<file path="src/rtl/wiper_pkg.sv">
package wiper_pkg;
  localparam int BYTE_W = 8;
  localparam int CNT_W  = 4;
  localparam int NCH    = 2;

  typedef enum logic [3:0] {
    ST_IDLE,
    ST_ADDR,
    ST_ADDR_ACK,
    ST_INSTR,
    ST_INSTR_ACK,
    ST_DATA,
    ST_DATA_ACK,
    ST_RD_BYTE,
    ST_RD_ACK,
    ST_SKIP
  } bus_state_t;

  typedef struct packed {
    logic chan;
    logic sleep;
  } instr_t;
endpackage

</file>
<file path="src/rtl/wiper_bus_sync.sv">
module wiper_bus_sync #(
  parameter int STAGES = 2
) (
  input  logic clk,
  input  logic rst_n,
  input  logic scl_i,
  input  logic sda_i,
  output logic scl_s,
  output logic sda_s,
  output logic scl_rise,
  output logic scl_fall,
  output logic start_det,
  output logic stop_det
);
  localparam int LAST = STAGES - 1;

  logic [STAGES-1:0] scl_pipe;
  logic [STAGES-1:0] sda_pipe;
  logic              scl_prev;
  logic              sda_prev;

  // Both lines idle high, so the chain resets to ones.
  always_ff @(posedge clk or negedge rst_n) begin
    if (!rst_n) begin
      scl_pipe <= '1;
      sda_pipe <= '1;
      scl_prev <= 1'b1;
      sda_prev <= 1'b1;
    end else begin
      scl_pipe <= {scl_pipe[STAGES-2:0], scl_i};
      sda_pipe <= {sda_pipe[STAGES-2:0], sda_i};
      scl_prev <= scl_pipe[LAST];
      sda_prev <= sda_pipe[LAST];
    end
  end

  assign scl_s     = scl_pipe[LAST];
  assign sda_s     = sda_pipe[LAST];
  assign scl_rise  = scl_s & ~scl_prev;
  assign scl_fall  = ~scl_s & scl_prev;
  // SDA edges while SCL stays high mark frame boundaries.
  assign start_det = scl_s & scl_prev & sda_prev & ~sda_s;
  assign stop_det  = scl_s & scl_prev & ~sda_prev & sda_s;
endmodule

</file>
<file path="src/rtl/wiper_link_fsm.sv">
module wiper_link_fsm
  import wiper_pkg::*;
#(
  parameter logic [4:0] ADDR_FIXED = 5'b01011
) (
  input  logic              clk,
  input  logic              rst_n,
  input  logic              sda_s,
  input  logic              scl_rise,
  input  logic              scl_fall,
  input  logic              start_det,
  input  logic              stop_det,
  input  logic [1:0]        addr_pins,
  input  logic [BYTE_W-1:0] rd_data,
  output logic              sda_oe,
  output logic              instr_valid,
  output instr_t            instr,
  output logic              data_valid,
  output logic [BYTE_W-1:0] data_byte
);
  localparam logic [CNT_W-1:0] FULL = CNT_W'(BYTE_W);
  localparam logic [CNT_W-1:0] LAST = CNT_W'(BYTE_W - 1);

  bus_state_t        state;
  logic [CNT_W-1:0]  cnt;
  logic [BYTE_W-1:0] shreg;
  logic [BYTE_W-1:0] txreg;
  logic              rd_mode;
  logic [6:0]        dev_addr;

  assign dev_addr = {ADDR_FIXED, addr_pins};

  always_ff @(posedge clk or negedge rst_n) begin
    if (!rst_n) begin
      state       <= ST_IDLE;
      cnt         <= '0;
      shreg       <= '0;
      txreg       <= '0;
      rd_mode     <= 1'b0;
      instr_valid <= 1'b0;
      data_valid  <= 1'b0;
    end else begin
      instr_valid <= 1'b0;
      data_valid  <= 1'b0;
      if (start_det) begin
        state <= ST_ADDR;
        cnt   <= '0;
      end else if (stop_det) begin
        state <= ST_IDLE;
        cnt   <= '0;
      end else begin
        unique case (state)
          ST_ADDR, ST_INSTR, ST_DATA: begin
            if (scl_rise) begin
              shreg <= {shreg[BYTE_W-2:0], sda_s};
              cnt   <= cnt + 1'b1;
            end else if (scl_fall && cnt == FULL) begin
              cnt <= '0;
              if (state == ST_ADDR) begin
                if (shreg[BYTE_W-1:1] == dev_addr) begin
                  rd_mode <= shreg[0];
                  state   <= ST_ADDR_ACK;
                end else begin
                  state <= ST_SKIP;
                end
              end else if (state == ST_INSTR) begin
                instr_valid <= 1'b1;
                state       <= ST_INSTR_ACK;
              end else begin
                data_valid <= 1'b1;
                state      <= ST_DATA_ACK;
              end
            end
          end
          ST_ADDR_ACK: begin
            if (scl_fall) begin
              if (rd_mode) begin
                txreg <= rd_data;
                state <= ST_RD_BYTE;
              end else begin
                state <= ST_INSTR;
              end
            end
          end
          ST_INSTR_ACK, ST_DATA_ACK: begin
            if (scl_fall) state <= ST_DATA;
          end
          ST_RD_BYTE: begin
            if (scl_fall) begin
              if (cnt == LAST) begin
                cnt   <= '0;
                state <= ST_RD_ACK;
              end else begin
                cnt   <= cnt + 1'b1;
                txreg <= {txreg[BYTE_W-2:0], 1'b0};
              end
            end
          end
          ST_RD_ACK: begin
            if (scl_rise) begin
              if (sda_s) state <= ST_SKIP;
            end else if (scl_fall) begin
              txreg <= rd_data;
              state <= ST_RD_BYTE;
            end
          end
          default: ;
        endcase
      end
    end
  end

  always_comb begin
    unique case (state)
      ST_ADDR_ACK, ST_INSTR_ACK, ST_DATA_ACK: sda_oe = 1'b1;
      ST_RD_BYTE:                             sda_oe = ~txreg[BYTE_W-1];
      default:                                sda_oe = 1'b0;
    endcase
  end

  assign instr.chan  = shreg[BYTE_W-1];
  assign instr.sleep = shreg[BYTE_W-2];
  assign data_byte   = shreg;
endmodule

</file>
<file path="src/rtl/wiper_bank.sv">
module wiper_bank
  import wiper_pkg::*;
#(
  parameter logic [BYTE_W-1:0] RESET_CODE = 8'h80
) (
  input  logic                       clk,
  input  logic                       rst_n,
  input  logic                       instr_valid,
  input  instr_t                     instr,
  input  logic                       data_valid,
  input  logic [BYTE_W-1:0]          data_byte,
  output logic [NCH-1:0][BYTE_W-1:0] code_q,
  output logic [NCH-1:0]             sleep_q,
  output logic [BYTE_W-1:0]          rd_data
);
  localparam int SEL_W = $clog2(NCH);

  logic [SEL_W-1:0] sel_q;
  logic [NCH-1:0]   wr_en;
  logic [NCH-1:0]   ins_en;

  always_ff @(posedge clk or negedge rst_n) begin
    if (!rst_n)           sel_q <= '0;
    else if (instr_valid) sel_q <= SEL_W'(instr.chan);
  end

  for (genvar g = 0; g < NCH; g++) begin : g_chan
    assign wr_en[g]  = data_valid  && (sel_q == SEL_W'(g));
    assign ins_en[g] = instr_valid && (SEL_W'(instr.chan) == SEL_W'(g));

    always_ff @(posedge clk or negedge rst_n) begin
      if (!rst_n)        code_q[g] <= RESET_CODE;
      else if (wr_en[g]) code_q[g] <= data_byte;
    end

    always_ff @(posedge clk or negedge rst_n) begin
      if (!rst_n)         sleep_q[g] <= 1'b0;
      else if (ins_en[g]) sleep_q[g] <= instr.sleep;
    end
  end

  assign rd_data = code_q[sel_q];
endmodule

</file>
<file path="src/rtl/i2c_wiper_slave.sv">
module i2c_wiper_slave
  import wiper_pkg::*;
#(
  parameter logic [4:0]        ADDR_FIXED  = 5'b01011,
  parameter int                SYNC_STAGES = 2,
  parameter logic [BYTE_W-1:0] RESET_CODE  = 8'h80
) (
  input  logic              clk,
  input  logic              rst_n,
  input  logic              scl_i,
  input  logic              sda_i,
  input  logic [1:0]        addr_pins,
  output logic              sda_oe,
  output logic [BYTE_W-1:0] wiper_a,
  output logic [BYTE_W-1:0] wiper_b,
  output logic              sleep_a,
  output logic              sleep_b
);
  logic scl_s, sda_s, scl_rise, scl_fall, start_det, stop_det;
  logic instr_valid, data_valid;
  instr_t instr;
  logic [BYTE_W-1:0] data_byte;
  logic [BYTE_W-1:0] rd_data;
  logic [NCH-1:0][BYTE_W-1:0] code_q;
  logic [NCH-1:0] sleep_q;

  wiper_bus_sync #(.STAGES(SYNC_STAGES)) u_sync (
    .clk       (clk),
    .rst_n     (rst_n),
    .scl_i     (scl_i),
    .sda_i     (sda_i),
    .scl_s     (scl_s),
    .sda_s     (sda_s),
    .scl_rise  (scl_rise),
    .scl_fall  (scl_fall),
    .start_det (start_det),
    .stop_det  (stop_det)
  );

  wiper_link_fsm #(.ADDR_FIXED(ADDR_FIXED)) u_fsm (
    .clk         (clk),
    .rst_n       (rst_n),
    .sda_s       (sda_s),
    .scl_rise    (scl_rise),
    .scl_fall    (scl_fall),
    .start_det   (start_det),
    .stop_det    (stop_det),
    .addr_pins   (addr_pins),
    .rd_data     (rd_data),
    .sda_oe      (sda_oe),
    .instr_valid (instr_valid),
    .instr       (instr),
    .data_valid  (data_valid),
    .data_byte   (data_byte)
  );

  wiper_bank #(.RESET_CODE(RESET_CODE)) u_bank (
    .clk         (clk),
    .rst_n       (rst_n),
    .instr_valid (instr_valid),
    .instr       (instr),
    .data_valid  (data_valid),
    .data_byte   (data_byte),
    .code_q      (code_q),
    .sleep_q     (sleep_q),
    .rd_data     (rd_data)
  );

  assign wiper_a = code_q[0];
  assign wiper_b = code_q[1];
  assign sleep_a = sleep_q[0];
  assign sleep_b = sleep_q[1];
endmodule

</file>
<file path="config.mk">
export PLATFORM = sky130hd
export DESIGN_NAME = i2c_wiper_slave
export DESIGN_NICKNAME = d
export VERILOG_FILES = /design/src/rtl/wiper_pkg.sv /design/src/rtl/wiper_bus_sync.sv /design/src/rtl/wiper_link_fsm.sv /design/src/rtl/wiper_bank.sv /design/src/rtl/i2c_wiper_slave.sv
export SDC_FILE = /design/constraint.sdc
export NUM_CORES = 1
export LEC_CHECK = 0
export ABC_AREA = 1
export ABC_CLOCK_PERIOD_IN_PS = 2200
export BUFFER_PORTS_ARGS = -buffer_cell sky130_fd_sc_hd__buf_2
export CAP_MARGIN = 20
export CORE_MARGIN = 1
export CORE_UTILIZATION = 50
export DETAILED_ROUTE_END_ITERATION = 6
export PLACE_DENSITY = 0.73
export RECOVER_POWER = 50
export SYNTH_ARGS = -nofsm -noshare
export SYNTH_HDL_FRONTEND = slang
export SYNTH_SLANG_ARGS = --single-unit
</file>
<file path="constraint.sdc">
create_clock -name clk -period 2.2 [get_ports clk]
set_clock_uncertainty 0.2 [all_clocks]
set_input_delay 0.22 -clock clk [delete_from_list [all_inputs] [get_ports clk]]
set_output_delay 0.22 -clock clk [all_outputs]
set_load 0.005 [all_outputs]
</file>
==> results of run 1 <==
[kinds of logic (layout without fill, tap and decap cells)]
family / count (synthesis) / count (layout) / share of synthesized area
buffers and inverters: 42 / 75 / 0.0646
DFF: 52 / 52 / 0.491
adders and majority gates: 2 / 2 / 0.00936
xor gates and xnor gates: 2 / 2 / 0.00656
and+or+nand+nor: 203 / 203 / 0.320
AOI/OAI and AO/OA: 50 / 50 / 0.109
[worst min path at each step]
stage,depth (start not counted),endpoint,from
CTS,0,u_sync.sda_pipe[1]$_DFF_PN1_,u_sync.sda_pipe[0]$_DFF_PN1_
finish,0,u_sync.sda_pipe[1]$_DFF_PN1_,u_sync.sda_pipe[0]$_DFF_PN1_
detailed placement,1,u_bank.code_q[9]$_DFFE_PN0P_,rst_n
global placement,1,u_bank.code_q[9]$_DFFE_PN0P_,rst_n
global route,0,u_sync.sda_pipe[1]$_DFF_PN1_,u_sync.sda_pipe[0]$_DFF_PN1_
floorplan,0,u_bank.code_q[0]$_DFFE_PN0P_,rst_n
[sequential cells by signal, indices dropped and copies added, names as in the netlist]
signal and cells:
u_sync.sda_prev 1, u_sync.sda_pipe 2, u_bank.code_q 16, u_fsm.data_valid 1, u_fsm.cnt 4, u_sync.scl_pipe 2
u_bank.sel_q 1, u_bank.sleep_q 2, u_fsm.rd_mode 1, u_sync.scl_prev 1, u_fsm.state 4, u_fsm.txreg 8
u_fsm.instr_valid 1, u_fsm.data_byte 8
[power breakdown]
group | internal, W | switching (W) | leakage, nW
Sequential | 0.00109 | 0.000120 | 0.683
Clock | 0.000344 | 0.000328 | 0.0558
Combinational | 0.000346 | 0.000722 | 0.822
[area by class of cell]
| type | count | area, um2 | share of cell area |
|---|---|---|---|
| flip-flops and latches | 52 | 1310 | 0.433 |
| multi-input cells | 257 | 1190 | 0.392 |
| repair buffers | 32 | 199 | 0.0657 |
| inverters | 35 | 131 | 0.0434 |
| well taps | 70 | 87.6 | 0.0289 |
| clock buffers | 6 | 72.6 | 0.0240 |
| clock inverters | 2 | 38.8 | 0.0128 |
[layer usage]
layer  GRT usage  vias up  share of wire
met5           0        -              0
met4      0.0713        0          0.013
met1       0.364     1089           0.48
li1            -     1183              -
met3      0.0482        8          0.065
met2       0.335       67           0.44
[worst max-delay path, stage by stage, from the launching register on]
cell     delay (ns)
dfrtp_1        0.45
nand2_1        0.13
inv_1          0.06
nand2_1        0.27
nor2_1         0.14
nor3_4         0.41
nand2_4        0.13
nand2_1        0.08
nand2_1        0.05
[placed cells by master (no fill, tap or decap), types with 2 or more instances in the layout]
cell             n
ha_1             2
o21ai_0         33
dfstp_2          7
nor2_1          41
buf_2           23
o21ai_2          2
dfrtp_1         44
a21oi_1          2
xor2_1           2
inv_1           29
buf_4            4
clkbuf_8         5
nand3_1         25
nand2_1        121
o21ai_1          2
nand4_1          2
nor2_2           3
nor3_1           2
clkbuf_1         2
nand2_2          4
a31oi_1          7
inv_2            5
dlygate4sd3_1    3
[through the flow]
stage	total power [W]	instance area (um2)	setup slack (ns)
final	0.00295	3030	0.162
after detailed placement	0.00228	2890	0.183
after CTS	0.00296	3030	0.164
after global routing	0.00317	3030	0.0208
after global placement	0.00227	2890	0.270
after floorplan	0.00203	2670	0.467
==> impl_metrics.toml, run 1 <==
[timing]
rsz0062_at_grt = "no"
hold_slack_ns = 0.160
slew_violations = 0
setup_violations = 0
tns_ns = 0
finalHoldViolations = 0
fin_crit_ns = 2.04
slew_headroom = 0.239
worst_pin_slew_ns = 1.14
fmax_mhz = 491
finalCritPeriodShare = 0.926

[placed_design]
place_congestion = 0.939
port_buffers = 24
place_hpwl_um = 4460
dp_cells = 443

[die]
num_rows = 26
die_h_um = 75.1
die_area_um2 = 5640
ios = 25
start_util = 0.520
die_x_um = 75.1
core_area_um2 = 5140

[clocking]
clk_pin_slew_ns = 0.10
clockBufferDepth = 2
cts_tree = "yes"
htree_levels = 2
hold_buffers = 3
cts_resized = 0
post-cts-setup-buffers = 0
clk_latency_ns = 0.31
cts_inserted_buffers = 5
root_buffer = "clkbuf_8"
cts_sinks = 52

[critical_path]
timing.rr.end = "u_fsm.txreg[5]$_DFFE_PN0P_"
reg2reg_slack_ns = 0.16
endpoint_kind = "flip-flop"
cp.required_ns = 2.21
r2r-start = "u_fsm.state[0]$_DFFE_PN0P_"
crit_path_start = "u_fsm.state[0]$_DFFE_PN0P_"
worst-setup-path-type = "reg2reg"
reg2regPathDepth = 8
arrival_ns = 2.05
cp_max_fo = 9
critPathLaunchType = "flip-flop"
critPathCapture = "u_fsm.txreg[5]$_DFFE_PN0P_"

[logic_synthesis]
syn_area_um2 = 2670
synth_commonest_cells = "nand2_1 (121), dfrtp_1 (44), nor2_1 (41), o21ai_0 (33), inv_1 (29)"
synthTopCellsByArea = "dfrtp_1 (41%), nand2_1 (17%), dfstp_2 (7.9%), o21ai_0 (6.2%), nor2_1 (5.8%)"
seq_area_frac_synth = 0.491
synth_top_cell_by_area = "dfrtp_1"
synth.top_cell.area_share = 0.412
syn_inst = 351
synth-seq-cells = 52
synth_edf_count = 0
async_flop_share = 1.00
synth_flop_cell = "dfrtp_1"
syn_avg_cell_area_um2 = 7.61
syn_nets = 359
yosysMostFrequentCell = "nand2_1"
synth.distinct_cells = 32
yosysWarnings = 0

[global_route]
gr-total-overflow = 0
grt_pass1_vias = 2066
grt_use_total = 0.237
antenna_found_initial = 0
grt_pass1_wl_um = 9920
grt_max_degree = 35

[detailed_routing]
first_pass_iters = 4
wl_per_cell_um = 13.1
ant_nets = 0
first_iter_violations = 252
vias = 2347
avgViaCountPerCell = 5.17
drt-total-wl_um = 5940
drc_errors = 0

[layout]
num-fill-cells = 487
synthToLayoutAreaGrowth_pct = 13.3
final_core_util = 0.589
fin_cells = 454
diodes = 0
fin_nets = 391
drive_above_1_share = 0.159

[pwr]
power.leakage_nw = 1.56
peakVddDrop_uv = 491
power_density_nw_per_um2 = 975

[run]
maxCapViolCount = 0

[outcome]
status = "finished clean"

[min_path]
min_path_type = "reg2reg"
No activity file was read; power rests on OpenSTA's default activity.
==> run 2, diff against run 1 <==
--- a/config.mk
+++ b/config.mk
@@ -9,7 +9,7 @@
 export ABC_CLOCK_PERIOD_IN_PS = 2200
 export BUFFER_PORTS_ARGS = -buffer_cell sky130_fd_sc_hd__buf_2
 export CAP_MARGIN = 20
-export CORE_MARGIN = 1
+export CORE_MARGIN = 5
 export CORE_UTILIZATION = 50
 export DETAILED_ROUTE_END_ITERATION = 6
 export PLACE_DENSITY = 0.73
==> constraint.sdc (replaced) <==
create_clock -name clk -period 2.2 [get_ports clk]
set_clock_uncertainty 0.2 [all_clocks]
set_input_delay 0.11 -clock clk [delete_from_list [all_inputs] [get_ports clk]]
set_output_delay 0.11 -clock clk [all_outputs]
set_load 0.005 [all_outputs]
==> impl_metrics.toml, run 2 (synthesis results as in run 1) <==
[pwr]
p_comb_frac = 0.384
p_clk_frac = 0.188
sw_frac_of_total = 0.412
power.leakage_nw = 1.52
internal_power_w = 0.00167
power_density_nw_per_um2 = 947
power_switching_w = 0.00117
peakVddDrop_uv = 485
p_seq_frac = 0.428

[timing]
setup_violations = 0
setup_ws_ns = 0.168
finalHoldViolations = 0
slew_headroom = -0.0316
fmax_mhz = 492
slew_violations = 26
worst_pin_slew_ns = 1.55
finalCritPeriodShare = 0.923
rsz0062_at_grt = "no"
tns_ns = 0
fin_crit_ns = 2.03

[layout]
regMostFlops = "u_bank.code_q"
fin_nets = 391
final_common_cell = "nand2_1"
drive_above_1_share = 0.135
synthToLayoutAreaGrowth_pct = 12.0
layout_common_cells = "nand2_1 (121), dfrtp_1 (44), nor2_1 (41)"
largest_register_ffs = 16
final_core_util = 0.583
diodes = 0
num-fill-cells = 509

[detailed_routing]
wl_per_cell_um = 13.3
vias = 2367
drt-total-wl_um = 6060
drc_errors = 0
first_pass_iters = 5
first_iter_violations = 275
ant_nets = 0
avgViaCountPerCell = 5.21

[critical_path]
cp.required_ns = 2.20
endpoint_kind = "flip-flop"
arrival_ns = 2.03
cpMostUsedCell = "nand2_1"
cp_max_fo = 9
critical_path.top_delay_family = "simple AND/OR/NAND/NOR gates"
worst-setup-path-type = "reg2reg"
cp_slowest_stage_delay_ns = 0.45
cp_slowest_cell = "dfrtp_1"
critPathLaunchType = "flip-flop"
path_cells = "nand2_1, inv_1, nand2_1, nor2_1, nor3_4, nand2_4, nand2_1, nand2_1"
cp.buffers_inverters = 1

[outcome]
status = "finished, violations left"
violations = "max-capacitance violations, max-slew violations"

[die]
die_area_um2 = 6910
ios = 25
die_h_um = 83.1
start_util = 0.520
die_x_um = 83.1
core_area_um2 = 5140
num_rows = 26

[global_route]
grt_use_total = 0.186
grt_pass1_wl_um = 10500
grt_max_degree = 28
grt_pass1_vias = 2196
antenna_found_initial = 0
gr-total-overflow = 0

[clocking]
cts_sinks = 52
cts_resized = 0
clk_latency_ns = 0.30
root_buffer = "clkbuf_8"
cts_tree = "yes"
clockBufferDepth = 2
clk_pin_slew_ns = 0.09
htree_levels = 2
post-cts-setup-buffers = 0
cts_inserted_buffers = 5

[placed_design]
place_congestion = 0.887
place_hpwl_um = 4710
pre_cts_ws_ns = 0.190
port_buffers = 24

[min_path]
min_path_type = "reg2reg"

[run]
maxCapViolCount = 1
## run 2: changes by cell type in the layout (fill, tap and decap cells not counted), sizes merged
cell and change:
clkbuf +8, buf -7, bufinv -1, clkinv +1
inv -1
## run 2: power groups by stage
stage	sequential (W)	combinational, W	clock, W
after global routing	0.00123	0.00123	0.000598
after global placement	0.00122	0.00105	0
after detailed placement	0.00123	0.00107	0
after CTS	0.00121	0.00108	0.000544
after floorplan	0.00119	0.000839	0
final	0.00121	0.00109	0.000534
## run 2: layer usage
metal  wire length (um)  GRT usage
met1               2910      0.260
met4                 96     0.0431
met2               2750      0.292
met5                  0          0
met3                303     0.0446
## run 2: area by class of cell
class / count / area (um2) / area share
Tap cell: 70 / 87.6 / 0.0293
Clock inverter: 1 / 8.76 / 0.00293
Multi-Input combinational cell: 257 / 1190 / 0.397
Timing Repair Buffer: 32 / 190 / 0.0635
Clock buffer: 7 / 76.3 / 0.0255
Sequential cell: 52 / 1310 / 0.438
Inverter: 35 / 131 / 0.0439
## run 2: per-stage QoR
stage	power, W	area (um2)	instances	hold slack (ns)
3_3_place_gp	0.00227	2890	443	-0.0422
2_1_floorplan	0.00203	2670	351	-0.386
5_1_grt	0.00306	2990	454	0.176
4_1_cts	0.00284	3000	454	0.161
6_report	0.00284	2990	454	0.167
3_5_place_dp	0.00231	2890	443	-0.0327
## run 2: path summary, 6_finish.rpt
| kind | slack, ns | cells past startpoint | start | to |
|---|---|---|---|---|
| worst max register to register | 0.17 | 8 | u_fsm.state[0]$_DFFE_PN0P_ | u_fsm.txreg[3]$_DFFE_PN0P_ |
| worst max-delay path | 0.17 | 8 | u_fsm.state[0]$_DFFE_PN0P_ | u_fsm.txreg[3]$_DFFE_PN0P_ |
| worst min-delay path | 0.17 | 0 | u_sync.scl_pipe[0]$_DFF_PN1_ | u_sync.scl_pipe[1]$_DFF_PN1_ |
| worst min register to register | 0.17 | 0 | u_sync.scl_pipe[0]$_DFF_PN1_ | u_sync.scl_pipe[1]$_DFF_PN1_ |
| min in group asynchronous | 0.51 | 2 | rst_n | u_bank.sleep_q[0]$_DFFE_PN0P_ |
| max in group asynchronous | 0.38 | 2 | rst_n | u_bank.sel_q$_DFFE_PN0P_ |
## run 2: timing repair
action	4_1_cts	5_1_grt
hold buffers	3	0
hold endpoints to repair	25	0
endpoints found under the setup margin	0	0
